==> config.mk <==
export PLATFORM = sky130hd
export DESIGN_NAME = sitd_cs_tracker
export DESIGN_NICKNAME = d
export VERILOG_FILES = /design/src/rtl/sitd_pkg.sv /design/src/rtl/sitd_boundary_chk.sv /design/src/rtl/sitd_xfer_calc.sv /design/src/rtl/sitd_retry_ctr.sv /design/src/rtl/sitd_cs_tracker.sv
export SDC_FILE = /design/constraint.sdc
export NUM_CORES = 1
export LEC_CHECK = 0
export BUFFER_PORTS_ARGS = -buffer_cell sky130_fd_sc_hd__buf_2
export CAP_MARGIN = 0
export CORE_ASPECT_RATIO = 1.2
export CORE_MARGIN = 2
export CORE_UTILIZATION = 46
export CTS_CLUSTER_SIZE = 16
export DETAILED_ROUTE_END_ITERATION = 10
export PLACE_DENSITY_LB_ADDON = 0.3
export SETUP_SLACK_MARGIN = 0.5
export SLEW_MARGIN = 0
export SYNTH_ARGS = -nofsm -noshare
export SYNTH_HDL_FRONTEND = slang
export SYNTH_SLANG_ARGS = --single-unit
==> constraint.sdc <==
create_clock -name clk -period 2.2 [get_ports clk]
set_clock_uncertainty 0.1 [all_clocks]
set_input_delay 0.22 -clock clk [delete_from_list [all_inputs] [get_ports clk]]
set_output_delay 0.22 -clock clk [all_outputs]
set_load 0.01 [all_outputs]
==> src/rtl/sitd_pkg.sv <==
package sitd_pkg;
  localparam int NUF = 8;
  typedef enum logic [1:0] {
    EV_MDATA = 2'd0,
    EV_DATA  = 2'd1,
    EV_XERR  = 2'd2,
    EV_ERR   = 2'd3
  } sitd_evt_e;
endpackage

==> src/rtl/sitd_boundary_chk.sv <==
module sitd_boundary_chk
  import sitd_pkg::*;
(
  input  logic [2:0]     uf,
  input  logic [NUF-1:0] cmask,
  input  logic [NUF-1:0] cprog,
  output logic           go,
  output logic           skip
);
  logic [2:0] prev_uf;
  logic       edge_uf;
  logic       prev_done;

  always_comb begin
    prev_uf   = uf - 3'd1;
    edge_uf   = (uf == 3'd0) || (uf == 3'd1);
    prev_done = cprog[prev_uf];
    go        = cmask[uf] && (!edge_uf || prev_done);
    skip      = cmask[uf] && edge_uf && !prev_done;
  end
endmodule

==> src/rtl/sitd_xfer_calc.sv <==
module sitd_xfer_calc #(
  parameter int REMW   = 10,
  parameter int OFFW   = 12,
  parameter int CNTW   = 9,
  parameter int MAXPAY = 192
) (
  input  logic [REMW-1:0] remain,
  input  logic [OFFW-1:0] offset,
  input  logic            page,
  input  logic [CNTW-1:0] bytes,
  output logic            babble,
  output logic [REMW-1:0] nremain,
  output logic [OFFW-1:0] noffset,
  output logic            npage
);
  localparam int WW = ((REMW > CNTW) ? REMW : CNTW) + 1;
  logic [WW-1:0]   b_ext;
  logic [WW-1:0]   r_ext;
  logic [WW-1:0]   diff;
  logic [OFFW:0]   sum;

  always_comb begin
    b_ext   = WW'(bytes);
    r_ext   = WW'(remain);
    babble  = (b_ext > r_ext) || (b_ext > WW'(MAXPAY));
    diff    = r_ext - b_ext;
    nremain = diff[REMW-1:0];
    sum     = (OFFW+1)'(offset) + (OFFW+1)'(bytes);
    noffset = sum[OFFW-1:0];
    npage   = page | sum[OFFW];
  end
endmodule

==> src/rtl/sitd_retry_ctr.sv <==
module sitd_retry_ctr #(
  parameter int MAXRETRY = 2
) (
  input  logic clk,
  input  logic rst,
  input  logic clr,
  input  logic inc,
  output logic pending,
  output logic spent
);
  localparam int CW = $clog2(MAXRETRY + 1);
  logic [CW-1:0] cnt_q;

  always_ff @(posedge clk) begin
    if (rst || clr)      cnt_q <= '0;
    else if (inc && !spent) cnt_q <= cnt_q + CW'(1);
  end

  assign pending = (cnt_q != '0);
  assign spent   = (cnt_q == CW'(MAXRETRY));


  retry_cap_chk: assert property (@(posedge clk) disable iff (rst)
    cnt_q <= CW'(MAXRETRY));
endmodule

==> src/rtl/sitd_cs_tracker.sv <==
module sitd_cs_tracker
  import sitd_pkg::*;
#(
  parameter int REMW     = 10,
  parameter int OFFW     = 12,
  parameter int CNTW     = 9,
  parameter int UFW      = 14,
  parameter int MAXPAY   = 192,
  parameter int MAXRETRY = 2
) (
  input  logic            clk,
  input  logic            rst,
  input  logic            ld_valid,
  input  logic            ld_active,
  input  logic [REMW-1:0] ld_remain,
  input  logic [OFFW-1:0] ld_offset,
  input  logic            ld_page,
  input  logic [7:0]      ld_cmask,
  input  logic [7:0]      ld_cprog,
  input  logic [UFW-1:0]  uframe,
  input  logic            cs_commit,
  input  logic            eom,
  input  logic            evt_valid,
  input  logic [1:0]      evt_kind,
  input  logic [CNTW-1:0] evt_bytes,
  output logic            active,
  output logic [REMW-1:0] remain,
  output logic [OFFW-1:0] offset,
  output logic            page,
  output logic [7:0]      cprog,
  output logic            sts_babble,
  output logic            sts_err,
  output logic            sts_xact,
  output logic            wr_en,
  output logic            retry_req,
  output logic            cs_go,
  output logic            cs_skip
);
  logic [NUF-1:0] cmask_q;
  logic           bnd_go, bnd_skip;
  logic           x_babble, x_page;
  logic [REMW-1:0] x_remain;
  logic [OFFW-1:0] x_offset;
  logic           rc_pending, rc_spent, rc_clr, rc_inc;
  logic           evt_live, is_data;
  sitd_evt_e      kind;

  sitd_boundary_chk u_bnd (
    .uf(uframe[2:0]), .cmask(cmask_q), .cprog(cprog),
    .go(bnd_go), .skip(bnd_skip)
  );

  sitd_xfer_calc #(.REMW(REMW), .OFFW(OFFW), .CNTW(CNTW), .MAXPAY(MAXPAY)) u_calc (
    .remain(remain), .offset(offset), .page(page), .bytes(evt_bytes),
    .babble(x_babble), .nremain(x_remain), .noffset(x_offset), .npage(x_page)
  );

  sitd_retry_ctr #(.MAXRETRY(MAXRETRY)) u_rc (
    .clk(clk), .rst(rst), .clr(rc_clr), .inc(rc_inc),
    .pending(rc_pending), .spent(rc_spent)
  );

  always_comb begin
    kind     = sitd_evt_e'(evt_kind);
    evt_live = !ld_valid && evt_valid && active;
    is_data  = (kind == EV_MDATA) || (kind == EV_DATA);
    rc_clr   = ld_valid
             || (evt_live && kind != EV_XERR)
             || (!ld_valid && !evt_valid && cs_commit && active && bnd_go);
    rc_inc   = evt_live && kind == EV_XERR;
  end

  always_ff @(posedge clk) begin
    if (rst) begin
      active <= 1'b0; remain <= '0; offset <= '0; page <= 1'b0;
      cprog <= '0; cmask_q <= '0;
      sts_babble <= 1'b0; sts_err <= 1'b0; sts_xact <= 1'b0;
      wr_en <= 1'b0; retry_req <= 1'b0; cs_go <= 1'b0; cs_skip <= 1'b0;
    end else begin
      wr_en <= 1'b0; retry_req <= 1'b0; cs_go <= 1'b0; cs_skip <= 1'b0;
      if (ld_valid) begin
        active <= ld_active; remain <= ld_remain; offset <= ld_offset;
        page <= ld_page; cmask_q <= ld_cmask; cprog <= ld_cprog;
        sts_babble <= 1'b0; sts_err <= 1'b0; sts_xact <= 1'b0;
      end else if (evt_valid) begin
        if (active) begin
          if (is_data) begin
            if (x_babble) begin
              active <= 1'b0; sts_babble <= 1'b0 | 1'b1;
            end else begin
              remain <= x_remain; offset <= x_offset; page <= x_page;
              wr_en  <= (evt_bytes != '0);
              if (kind == EV_DATA) active <= 1'b0;
            end
          end else if (kind == EV_ERR) begin
            sts_err <= 1'b1; active <= 1'b0;
          end else begin
            sts_xact <= 1'b1;
            if (rc_spent) active <= 1'b0;
            else          retry_req <= 1'b1;
          end
        end
      end else if (cs_commit) begin
        if (active) begin
          if (bnd_go) begin
            cprog <= cprog | (NUF'(1) << uframe[2:0]);
            cs_go <= 1'b1;
          end
          cs_skip <= bnd_skip;
        end
      end else if (eom) begin
        if (active && rc_pending) active <= 1'b0;
      end
    end
  end


  retry_ctx_chk: assert property (@(posedge clk) disable iff (rst)
    retry_req |-> (active && sts_xact));

  go_skip_excl_chk: assert property (@(posedge clk) disable iff (rst)
    !(cs_go && cs_skip));

  babble_nowrite_chk: assert property (@(posedge clk) disable iff (rst)
    $rose(sts_babble) |-> !wr_en);

  cprog_keep_chk: assert property (@(posedge clk) disable iff (rst)
    !ld_valid |=> ((cprog & $past(cprog)) == $past(cprog)));

  remain_down_chk: assert property (@(posedge clk) disable iff (rst)
    !ld_valid |=> (remain <= $past(remain)));
endmodule

**Word level (Yosys, flattened, before mapping)**

Index checks and enable logic that the tools add are counted.

- Register bits after elaboration: 49
- Input port bits: 71
- Output and inout bits: 39
- Logic and storage cells: 121

- $add $sub $neg: 4
- Magnitude comparators: 4
- Equality and inequality tests: 9
- Shifts and indexed selects: 1
- Multiplexer cells: 36
- Bitwise logic cells: 7
- Reductions and logical operators: 46

Operator list:

| cell | count |
|---|---|
| $mux W12 | 5 |
| $mux W10 | 5 |
| $mux W8 | 5 |
| $reduce_and A4 Y1 | 5 |
| $mux W1 | 19 |
| $add A12 B9 Y13 | 1 |
| $logic_and A1 B1 Y1 | 13 |
| $reduce_bool A2 Y1 | 6 |
| $gt A9 B10 Y1 | 1 |
| $reduce_or A5 Y1 | 2 |
| $sub A10 B9 Y10 | 1 |
| $gt A9 B8 Y1 const B | 1 |
| $reduce_bool A9 Y1 | 1 |
| $lt A3 B4 Y1 const B | 2 |
| $or A8 B8 Y8 | 1 |
| $shl A1 B3 Y8 const A | 1 |
| $logic_or A1 B1 Y1 | 7 |
| $bmux W1 S3 | 2 |
| $eq A2 B2 Y1 const B | 3 |
| $ne A2 B2 Y1 const B | 3 |
| $reduce_bool A3 Y1 | 2 |
| $reduce_or A6 Y1 | 1 |
| $logic_not A1 Y1 | 5 |
| $not A1 Y1 | 5 |
| other kinds (10) | 10 |

**Depth between registers and ports, before layout**

Gate-level depths: netlist of run 1.

- Depth in word-level cells: 10
- Depth in mapped cells: 12
- Mapped depth without buffers: 10

**Hierarchy**

From an unflattened synthesis of run 1, not the netlist that was laid out.

- Cell total of the unflattened synthesis: 402
- Area, all modules: 3347.0 µm²

Modules (own cells, without submodules):

| module | times used | cells an instance | area each (µm²) | sequential area each (µm²) |
|---|---|---|---|---|
| sitd_cs_tracker | 1 | 243 | 2070.7 | 940.9 |
| sitd_xfer_calc | 1 | 129 | 950.9 | 0.0 |
| sitd_boundary_chk | 1 | 18 | 196.4 | 0.0 |
| sitd_retry_ctr | 1 | 12 | 128.9 | 40.0 |

**Least setup slack after synthesis of run 1**

OpenSTA, ideal clock, no wires.

- Path kind: reg2reg
- Start: register remain[0]
- End: register offset[6]
- Setup time: 0.129 ns
- Arrival: 2.102 ns
- Required time: 1.971 ns
- Path slack: -0.131 ns
- Stages on the path, launching flop included: 13
- Buffers on the path: 2
- Clock period less this slack: 2.331 ns
- Cell sequence: dfxtp_1 inv_1 ha_1 inv_1 fa_1 a21o_1 nand3_1 a21oi_1 o21ai_0 buf_2 buf_2 o41ai_1 a21oi_1

- Word-level cells in the longest chain between the ends: 4

Ends and longest elaborated chain:

| what | RTL line | source |
|---|---|---|
| start: declaration | sitd_cs_tracker.sv:27 | `output logic [REMW-1:0] remain,` |
| start signal: assignment | sitd_cs_tracker.sv:82 | `active <= ld_active; remain <= ld_remain; offset <= ld_offset;` |
| start signal: assignment | sitd_cs_tracker.sv:91 | `remain <= x_remain; offset <= x_offset; page <= x_page;` |
| $gt A9 B10 Y1 | sitd_xfer_calc.sv:25 | `babble = (b_ext > r_ext) \|\| (b_ext > WW'(MAXPAY));` |
| $logic_or A1 B1 Y1 | sitd_xfer_calc.sv:25 |  |
| $ne A2 B2 Y1 (no source line) | -- |  |
| $reduce_and A4 Y1 (no source line) | -- |  |
| end signal: assignment | sitd_cs_tracker.sv:82 |  |
| end signal: assignment | sitd_cs_tracker.sv:91 |  |
| end: declaration | sitd_cs_tracker.sv:28 | `output logic [OFFW-1:0] offset,` |

No other way between the ends.
A chain may end at the register's enable or synchronous reset.

**Worst setup path after layout of run 1**

- Start: register remain[0]
- End: register offset[2]

Same word-level chain as after synthesis.

==> impl_summary.log, run 1 <==
INFO  metric max-slew-margin-rel = 66.5%
INFO  metric first_pass_iters = 4
INFO  metric grt_max_degree = 23
INFO  metric final_max_slew_viol_count = 0
INFO  metric synthArstFlopShare = 0%
INFO  metric maxClockFrequency = 0.432 GHz
INFO  metric detailedPlacementHpwl = 7560 um
INFO  metric count_of_flip_flops_with_a_built_in_enable_after_synthesis = 0
INFO  metric data_arrival_time_of_the_critical_path = 2.41 ns
INFO  metric layout_setup_ws = -0.116 ns
INFO  metric rows = 33
INFO  metric critPathMaxStageDelay = 0.38 ns
INFO  metric mean_post_synth_cell_area = 8.34 um^2
INFO  metric seq_area_frac_synth = 30.1%
INFO  metric total_leakage_power = ~2.1 nW
INFO  metric finalHoldViolCount = 0
INFO  metric critical_path.cell_chain = inv_2, ha_4, inv_4, fa_2, a21o_1, nand3_2, a21oi_4, buf_4, o21a_1, buf_6, a31oi_1, a221oi_1
INFO  metric worstPathMaxFanout = 8
INFO  metric status = finished with violations
INFO  metric cts.htree.levels = 2
INFO  metric worstSetupPathType = flop to flop
INFO  metric ctsHoldBuffers = 0
INFO  metric antenna_cells_inserted = 0
INFO  metric route.detailed.vias_per_inst = between 5 and 6
INFO  metric worst_setup_path_startpoint = remain[0]
INFO  metric timing.setup.tns = -1.49 ns
INFO  metric cts-root-to-sink-buffers = 2
INFO  metric worst-slew-pin-transition = 0.503 ns
INFO  metric fillers = 582
INFO  metric number_of_maximum_capacitance_constraint_violations = 0
INFO  metric power-per-cell-area = 512 nW/um^2
INFO  metric top_level_ports = 110
INFO  metric timing.final.crit_period = ~2.3 ns
INFO  metric ys_ff_latch = between 40 and 50
INFO  metric synth.net_count = 489
INFO  metric violations = setup timing
INFO  metric drtIter0Drc = ~220
INFO  metric timing.final.crit_share = 105%
INFO  metric dr_total_vias = 3540
INFO  metric clock_pin_slew_worst_setup_and_hold_paths = 0.10 ns
INFO  metric design.core.area = 6850 um^2
INFO  metric setup_violations = 20
INFO  metric final_net_count = 629
INFO  metric grt_setup_unrepaired = yes
INFO  metric critical_path.startpoint_type = flop
INFO  metric clock_latency = 0.31 ns
INFO  metric overflow_left_after_global_routing = 0
INFO  metric wl_per_cell = around 16 um
INFO  metric ir_drop = around 350 uV
INFO  metric vert_die_dim = 96.2 um
INFO  metric power.total = between 2 and 2.5 mW
INFO  metric capturing_element_type_of_the_critical_path = flop
INFO  metric critPathRequiredTime = between 2 and 2.5 ns
INFO  metric cts_tree = yes
INFO  metric startpoint_of_the_worst_slack_reg_to_reg_timing_path = remain[0]
INFO  metric cts_made_buffers = 5
INFO  metric final_layout_size_suffix_gt1_share = between 40% and 50%
INFO  metric clkSinkCount = between 40 and 50
INFO  metric worst_hold_startpoint = ld_cmask[5]
INFO  metric dieWidth = 80.8 um
INFO  metric initial_antenna_violation_count = 0
INFO  metric yosys_warnings = 0
INFO  metric synthesis.instances = between 300 and 400
INFO  metric number_of_global_route_vias_before_repair = 3600
INFO  metric post_detailed_routing_wire_length = 10200 um
INFO  metric grt_util_all_layers = roughly a quarter
INFO  metric syn2layout_area_growth = 41.8%
INFO  metric remaining_drc_errors = 0
INFO  metric grt_pass1_wl = approximately 16000 um
INFO  metric ys_types = 55
INFO  metric initial_utilization = 47.6%
INFO  metric cts_root_buf = clkbuf_8
INFO  metric synth_flop_cell = dfxtp_1
INFO  metric hp-class = input pin to flop
INFO  metric area_of_the_die = between 7000 and 8000 um^2
INFO  metric numPortBuffers = 98
INFO  metric postRouteAntennaNets = 0
INFO  metric synthesis.area = 3260 um^2
INFO  metric cpMaxStageDelayCell = fa_2
INFO  metric place_congestion = 0.910
-- kinds of logic (layout without fill, tap and decap cells) --
family | Yosys count | after routing | share of synthesized area (%)
xor gates and xnor gates | 11 | 11 | 2.96
and+or+nand+nor | 138 | 138 | 20.7
DFF | 49 | 49 | 30.1
adders and majority gates | 27 | 27 | 10.8
muxes | 24 | 24 | 8.91
AOI/OAI and AO/OA | 99 | 99 | 21.4
buffers and inverters | 43 | 184 | 5.07
-- metrics by stage --
| stage | hold WS, ns | setup slack [ns] | instances | utilization (%) | cell area [um^2] |
|---|---|---|---|---|---|
| 2_1_floorplan | 0.258 | 0.102 | 391 | - | 3460 |
| 4_1_cts | 0.0370 | -0.104 | 617 | 65.7 | 4500 |
| 3_3_place_gp | 0.345 | -0.0709 | 603 | 62.8 | 4300 |
| 3_5_place_dp | 0.340 | -0.119 | 603 | 62.8 | 4300 |
| 6_report | 0.0426 | -0.116 | 619 | 67.5 | 4620 |
| 5_1_grt | 0.0479 | -0.193 | 619 | 67.5 | 4620 |
-- Yosys cell counts, drive strengths merged (7+ instances only) --
library cell  instances  area share, %
nand3                17            2.6
a311oi                7            1.9
and3                  8            1.5
o211ai                7            1.6
inv                  21            2.4
nor3                 11            1.7
nor2                 44            5.1
ha                   25            9.6
clkbuf               17            2.0
dfxtp                49             30
o21ai                25            3.8
a21oi                13            2.0
nand2                29            3.3
mux2i                20            6.1
-- power breakdown --
| part | switching (mW) | internal, mW | leakage [nW] |
|---|---|---|---|
| clock | 0.325 | 0.342 | 0.0554 |
| sequential | 0.0449 | 0.935 | 0.407 |
| combinational | 0.373 | 0.345 | 1.63 |
| total | 0.742 | 1.62 | 2.09 |
-- critical path, delay by kind of cell (launching register included) --
| family | cells | cell delay [ns] |
|---|---|---|
| compound gates | 5 | 0.72 |
| fa+ha+maj | 2 | 0.53 |
| buf+inv | 4 | 0.40 |
| flops | 1 | 0.34 |
| simple gates | 1 | 0.09 |
-- final cells by class --
type	count	area, um^2	share of cell area (%)
clock inverters	2	38.8	0.839
multi-input cells	299	2400	51.8
repair buffers	153	918	19.9
clock buffers	6	72.6	1.57
flip-flops and latches	49	1000	21.6
well taps	87	109	2.35
inverters	23	88.8	1.92
-- sequential cells by signal (all words and copies together), names as in the netlist --
signal / count
offset: 12
remain: 10
cmask_q: 8
cprog: 8
u_rc.cnt_q: 2
active: 1
cs_go: 1
cs_skip: 1
page: 1
retry_req: 1
sts_babble: 1
sts_err: 1
sts_xact: 1
wr_en: 1
-- layer usage --
layer	up-vias	part of all wire, %	global-route usage, %
met1	1654	39	28.9
met4	0	2.0	10.2
li1	1730	-	-
met2	133	52	50.7
met5	-	0	0
met3	23	6.3	5.16
-- timing repair --
action                     in CTS  in global routing
setup endpoints to repair      28                 36
gates resized for setup        16                 25
buffers inserted                6                  2
pin swaps                      18                 18
-- final timing paths --
kind / endpoint / slack, ns / cells after the start
max: offset[2] / -0.12 / 12
min: cmask_q[5] / 0.04 / 3
min reg2reg: sts_xact / 0.35 / 2
max reg2reg: offset[2] / -0.12 / 12
-- cells in the final DEF (no fill, tap or decap), drive strengths merged, types with 3 or more instances in the layout --
| master | instances |
|---|---|
| a221oi | 3 |
| a211o | 3 |
| o21ai | 25 |
| o2bb2ai | 4 |
| a311oi | 7 |
| nor4 | 5 |
| clkbuf | 6 |
| inv | 21 |
| mux4 | 4 |
| o21a | 6 |
| a21oi | 13 |
| xor2 | 5 |
| nor2b | 4 |
| or3 | 3 |
| and3 | 8 |
| nor3 | 11 |
| o31a | 3 |
| nand4 | 4 |
| ha | 25 |
| dfxtp | 49 |
| o221ai | 5 |
| o2111ai | 5 |
| a211oi | 4 |
| or4 | 4 |
| xnor2 | 6 |
| o211ai | 7 |
| mux2i | 20 |
| buf | 153 |
| nand2 | 29 |
| clkinv | 3 |
| nand3 | 17 |
| nor2 | 44 |
| and2 | 3 |
Note: power is estimated with default switching activity, not from simulation.
==> run 2, diff against run 1 <==
--- a/config.mk
+++ b/config.mk
@@ -13,6 +13,7 @@
 export CTS_CLUSTER_SIZE = 16
 export DETAILED_ROUTE_END_ITERATION = 10
 export PLACE_DENSITY_LB_ADDON = 0.3
+export RECOVER_POWER = 50
 export SETUP_SLACK_MARGIN = 0.5
 export SLEW_MARGIN = 0
 export SYNTH_ARGS = -nofsm -noshare
==> run 2 against run 1 <==
Against the previous run: the run still ends with setup timing left; critical endpoint is now active; critical path type unchanged; fmax fell by 0.18%; total power barely moved; largest power group unchanged; setup slack got worse by 0.0041 ns; largest cell class unchanged; non-clock buffer count did not move; global-route usage did not move; wire length rose by 0.48%; utilization fell by 0.20 points; critical path depth fell by 1; first-iteration DRC count fell by 15%.
==> impl_summary.log, run 2 (synthesis results as in run 1) <==
INFO  metric status = finished with violations
INFO  metric violations = setup timing
INFO  metric cts-root-to-sink-buffers = 2 (unchanged)
INFO  metric cts_tree = yes
INFO  metric final_layout_size_suffix_gt1_share = 40.4% (-1.7 points)
INFO  metric number_of_global_route_vias_before_repair = 3600 (unchanged)
INFO  metric cts_made_buffers = 5 (unchanged)
INFO  metric total_switching_power = 743 uW (+0.14%)
INFO  metric cpMaxStageDelayCell = or4_1
INFO  metric met3_wirelength = 662 um (+3.9%)
INFO  metric wl_per_cell = 16.5 um (+0.48%)
INFO  metric remaining_drc_errors = 0 (unchanged)
INFO  metric worst_setup_path_startpoint = remain[0]
INFO  metric overflow_left_after_global_routing = 0 (unchanged)
INFO  metric max-slew-margin-rel = 26.2% (-40 points)
INFO  metric top_regs = offset: 12 flops, remain: 10 flops
INFO  metric largest_register_ffs = 12 (unchanged)
INFO  metric cts_root_buf = clkbuf_8
INFO  metric grt_max_degree = 23 (unchanged)
INFO  metric design.core.area = 6850 um^2 (unchanged)
INFO  metric clock_latency = 0.31 ns (about the same)
INFO  metric grt_util_all_layers = 26.7% (unchanged)
INFO  metric total_leakage_power = 2.06 nW (-1.7%)
INFO  metric final_max_slew_viol_count = 0 (unchanged)
INFO  metric postRouteAntennaNets = 0 (unchanged)
INFO  metric number_of_maximum_capacitance_constraint_violations = 0 (unchanged)
INFO  metric timing.final.crit_share = 105% (+0.18 points)
INFO  metric dr_total_vias = 3593 (+1.5%)
INFO  metric hp-class = input pin to flop
INFO  metric cp.buffers_inverters = 3 (-1)
INFO  metric worst-path-stages = 11 (-1)
INFO  metric top_level_ports = 110 (unchanged)
INFO  metric timing.reg2reg.setup_slack = -0.12 ns (about the same)
INFO  metric finalHoldViolCount = 0 (unchanged)
INFO  metric setup_violations = 20 (unchanged)
INFO  metric first_pass_iters = 5 (+1)
INFO  metric timing.critical_path.to = active
INFO  metric maxClockFrequency = 0.431 GHz (-0.18%)
INFO  metric cts.htree.levels = 2 (unchanged)
INFO  metric timing.final.crit_period = 2.32 ns (+0.00406 ns)
INFO  metric placement.setup.worst_slack = -0.119 ns (unchanged)
INFO  metric critPathRequiredTime = 2.32 ns (+0.02 ns)
INFO  metric critical_path.top_delay_family = compound AO/OA/AOI/OAI gates
INFO  metric layout_commonest_cell = buf_2
INFO  metric fillers = 584 (+0.34%)
INFO  metric worst_hold_startpoint = ld_cmask[5]
INFO  metric layout_setup_ws = -0.120 ns (-0.00406 ns)
INFO  metric grt_setup_unrepaired = yes
INFO  metric post_detailed_routing_wire_length = 10200 um (+0.48%)
INFO  metric final.hold.worst_slack = 0.0426 ns (-0.0000641 ns)
INFO  metric startpoint_of_the_worst_slack_reg_to_reg_timing_path = remain[0]
INFO  metric syn2layout_area_growth = 41.4%
INFO  metric most-common-layout-cells = buf_2, buf_4, nor2_1, dfxtp_1, nand2_1
INFO  metric numPlacedInstances = 603 (unchanged)
INFO  metric intPower = 1.62 mW (about the same)
INFO  metric worst-slew-pin-transition = 1.11 ns (+0.604 ns)
INFO  metric m1WireLength = 3990 um (-0.52%)
INFO  metric placedInstanceArea = 4300 um^2 (unchanged)
INFO  metric power.total = 2.37 mW (about the same)
INFO  metric wl_met2 = 5350 um (+0.77%)
INFO  metric power.share.switching = 31.4% (+0.041 points)
INFO  metric largest-register = offset
INFO  metric detailedPlacementHpwl = 7560 um (unchanged)
INFO  metric clkSinkCount = 49 (unchanged)
INFO  metric antenna_cells_inserted = 0 (unchanged)
INFO  metric rows = 33 (unchanged)
INFO  metric route.detailed.vias_per_inst = 5.80 (+1.5%)
INFO  metric data_arrival_time_of_the_critical_path = 2.44 ns (+0.03 ns)
INFO  metric worstPathMaxFanout = 3 (-5)
INFO  metric critical_path.startpoint_type = flop
INFO  metric area_of_the_die = 7780 um^2 (unchanged)
INFO  metric clkPwrFrac = 28.2% (about the same)
INFO  metric routed.top_layer = met4
INFO  metric p_seq_share = 41.4% (about the same)
INFO  metric vert_die_dim = 96.2 um (unchanged)
INFO  metric critPathMaxStageDelay = 0.41 ns (+0.03 ns)
INFO  metric place_congestion = 0.910 (unchanged)
INFO  metric critical_path.cell_chain = inv_2, ha_4, inv_4, fa_2, a21o_1, nand3_2, a21oi_4, o21ai_4, buf_4, or4_1, a311oi_1
INFO  metric grt_pass1_wl = 16400 um (unchanged)
INFO  metric power-per-cell-area = 513 nW/um^2 (+0.31%)
INFO  metric finalNonFillerCells = 619 (unchanged)
INFO  metric numPortBuffers = 98 (unchanged)
INFO  metric capturing_element_type_of_the_critical_path = flop
INFO  metric critical_path.reg2reg.endpoint = active
INFO  metric ctsHoldBuffers = 0 (unchanged)
INFO  metric worstSetupPathType = flop to flop
INFO  metric ir_drop = 351 uV (about the same)
INFO  metric initial_antenna_violation_count = 0 (unchanged)
INFO  metric power.share.combinational = 30.3% (about the same)
INFO  metric drtIter0Drc = 184 (-15%)
INFO  metric dieWidth = 80.8 um (unchanged)
INFO  metric initial_utilization = 47.6% (unchanged)
INFO  metric final_core_utilization = 67.3% (-0.20 points)
INFO  metric clock_pin_slew_worst_setup_and_hold_paths = 0.10 ns (about the same)
INFO  metric final_net_count = 629 (unchanged)
INFO  metric timing.setup.tns = -1.51 ns (-0.0199 ns)
INFO  metric worstRegToRegCells = 11 (-1)
INFO  metric postLayoutCellArea = 4610 um^2 (-0.30%)
run 2: cell types whose count changed in the layout (fill, tap and decap cells not counted), sizes merged:
cell / change
clkbuf: +9
buf: -9
run 2: power groups by stage:
stage | Combinational (mW) | Sequential, mW | Clock [mW]
6_report | 0.718 | 0.980 | 0.667
5_1_grt | 0.787 | 0.987 | 0.709
4_1_cts | 0.685 | 0.979 | 0.683
3_5_place_dp | 0.659 | 0.999 | 0
3_3_place_gp | 0.638 | 0.997 | 0
2_1_floorplan | 0.382 | 1.01 | 0
run 2: worst reg2reg max path, stage by stage, from the launching register on:
cell,delay [ns]
dfxtp_2,0.35
inv_2,0.05
ha_4,0.16
inv_4,0.05
fa_2,0.20
a21o_1,0.16
nand3_2,0.10
a21oi_4,0.19
o21ai_4,0.09
buf_4,0.16
or4_1,0.41
a311oi_1,0.21
run 2: layout make-up:
cell class / count / area (um^2) / area share (%)
clock buffer: 6 / 72.6 / 1.57
clock inverter: 2 / 38.8 / 0.841
inverter: 23 / 88.8 / 1.93
multi-input combinational: 299 / 2400 / 52.0
sequential: 49 / 1000 / 21.7
tap: 87 / 109 / 2.36
timing repair buffer: 153 / 905 / 19.6
run 2: worst min-delay path by stage:
| stage | end | slack [ns] | cells past startpoint |
|---|---|---|---|
| 3_3_place_gp | sts_xact | 0.35 | 2 |
| 4_1_cts | cmask_q[5] | 0.04 | 3 |
| 2_1_floorplan | wr_en | 0.26 | 2 |
| 5_1_grt | offset[10] | 0.05 | 3 |
| 3_5_place_dp | sts_xact | 0.34 | 2 |
| 6_report | cmask_q[5] | 0.04 | 3 |
run 2: what timing repair did:
action	in CTS	in global routing
pin swaps	18	18
buffers inserted	6	2
gates resized for setup	16	25
endpoints found under the setup margin	28	36
run 2: metal layers:
metal / vias to the layer above / global-route usage, %
li1: 1729 / -
met1: 1697 / 28.9
met2: 146 / 50.7
met3: 21 / 5.16
met4: 0 / 10.2
met5: - / 0
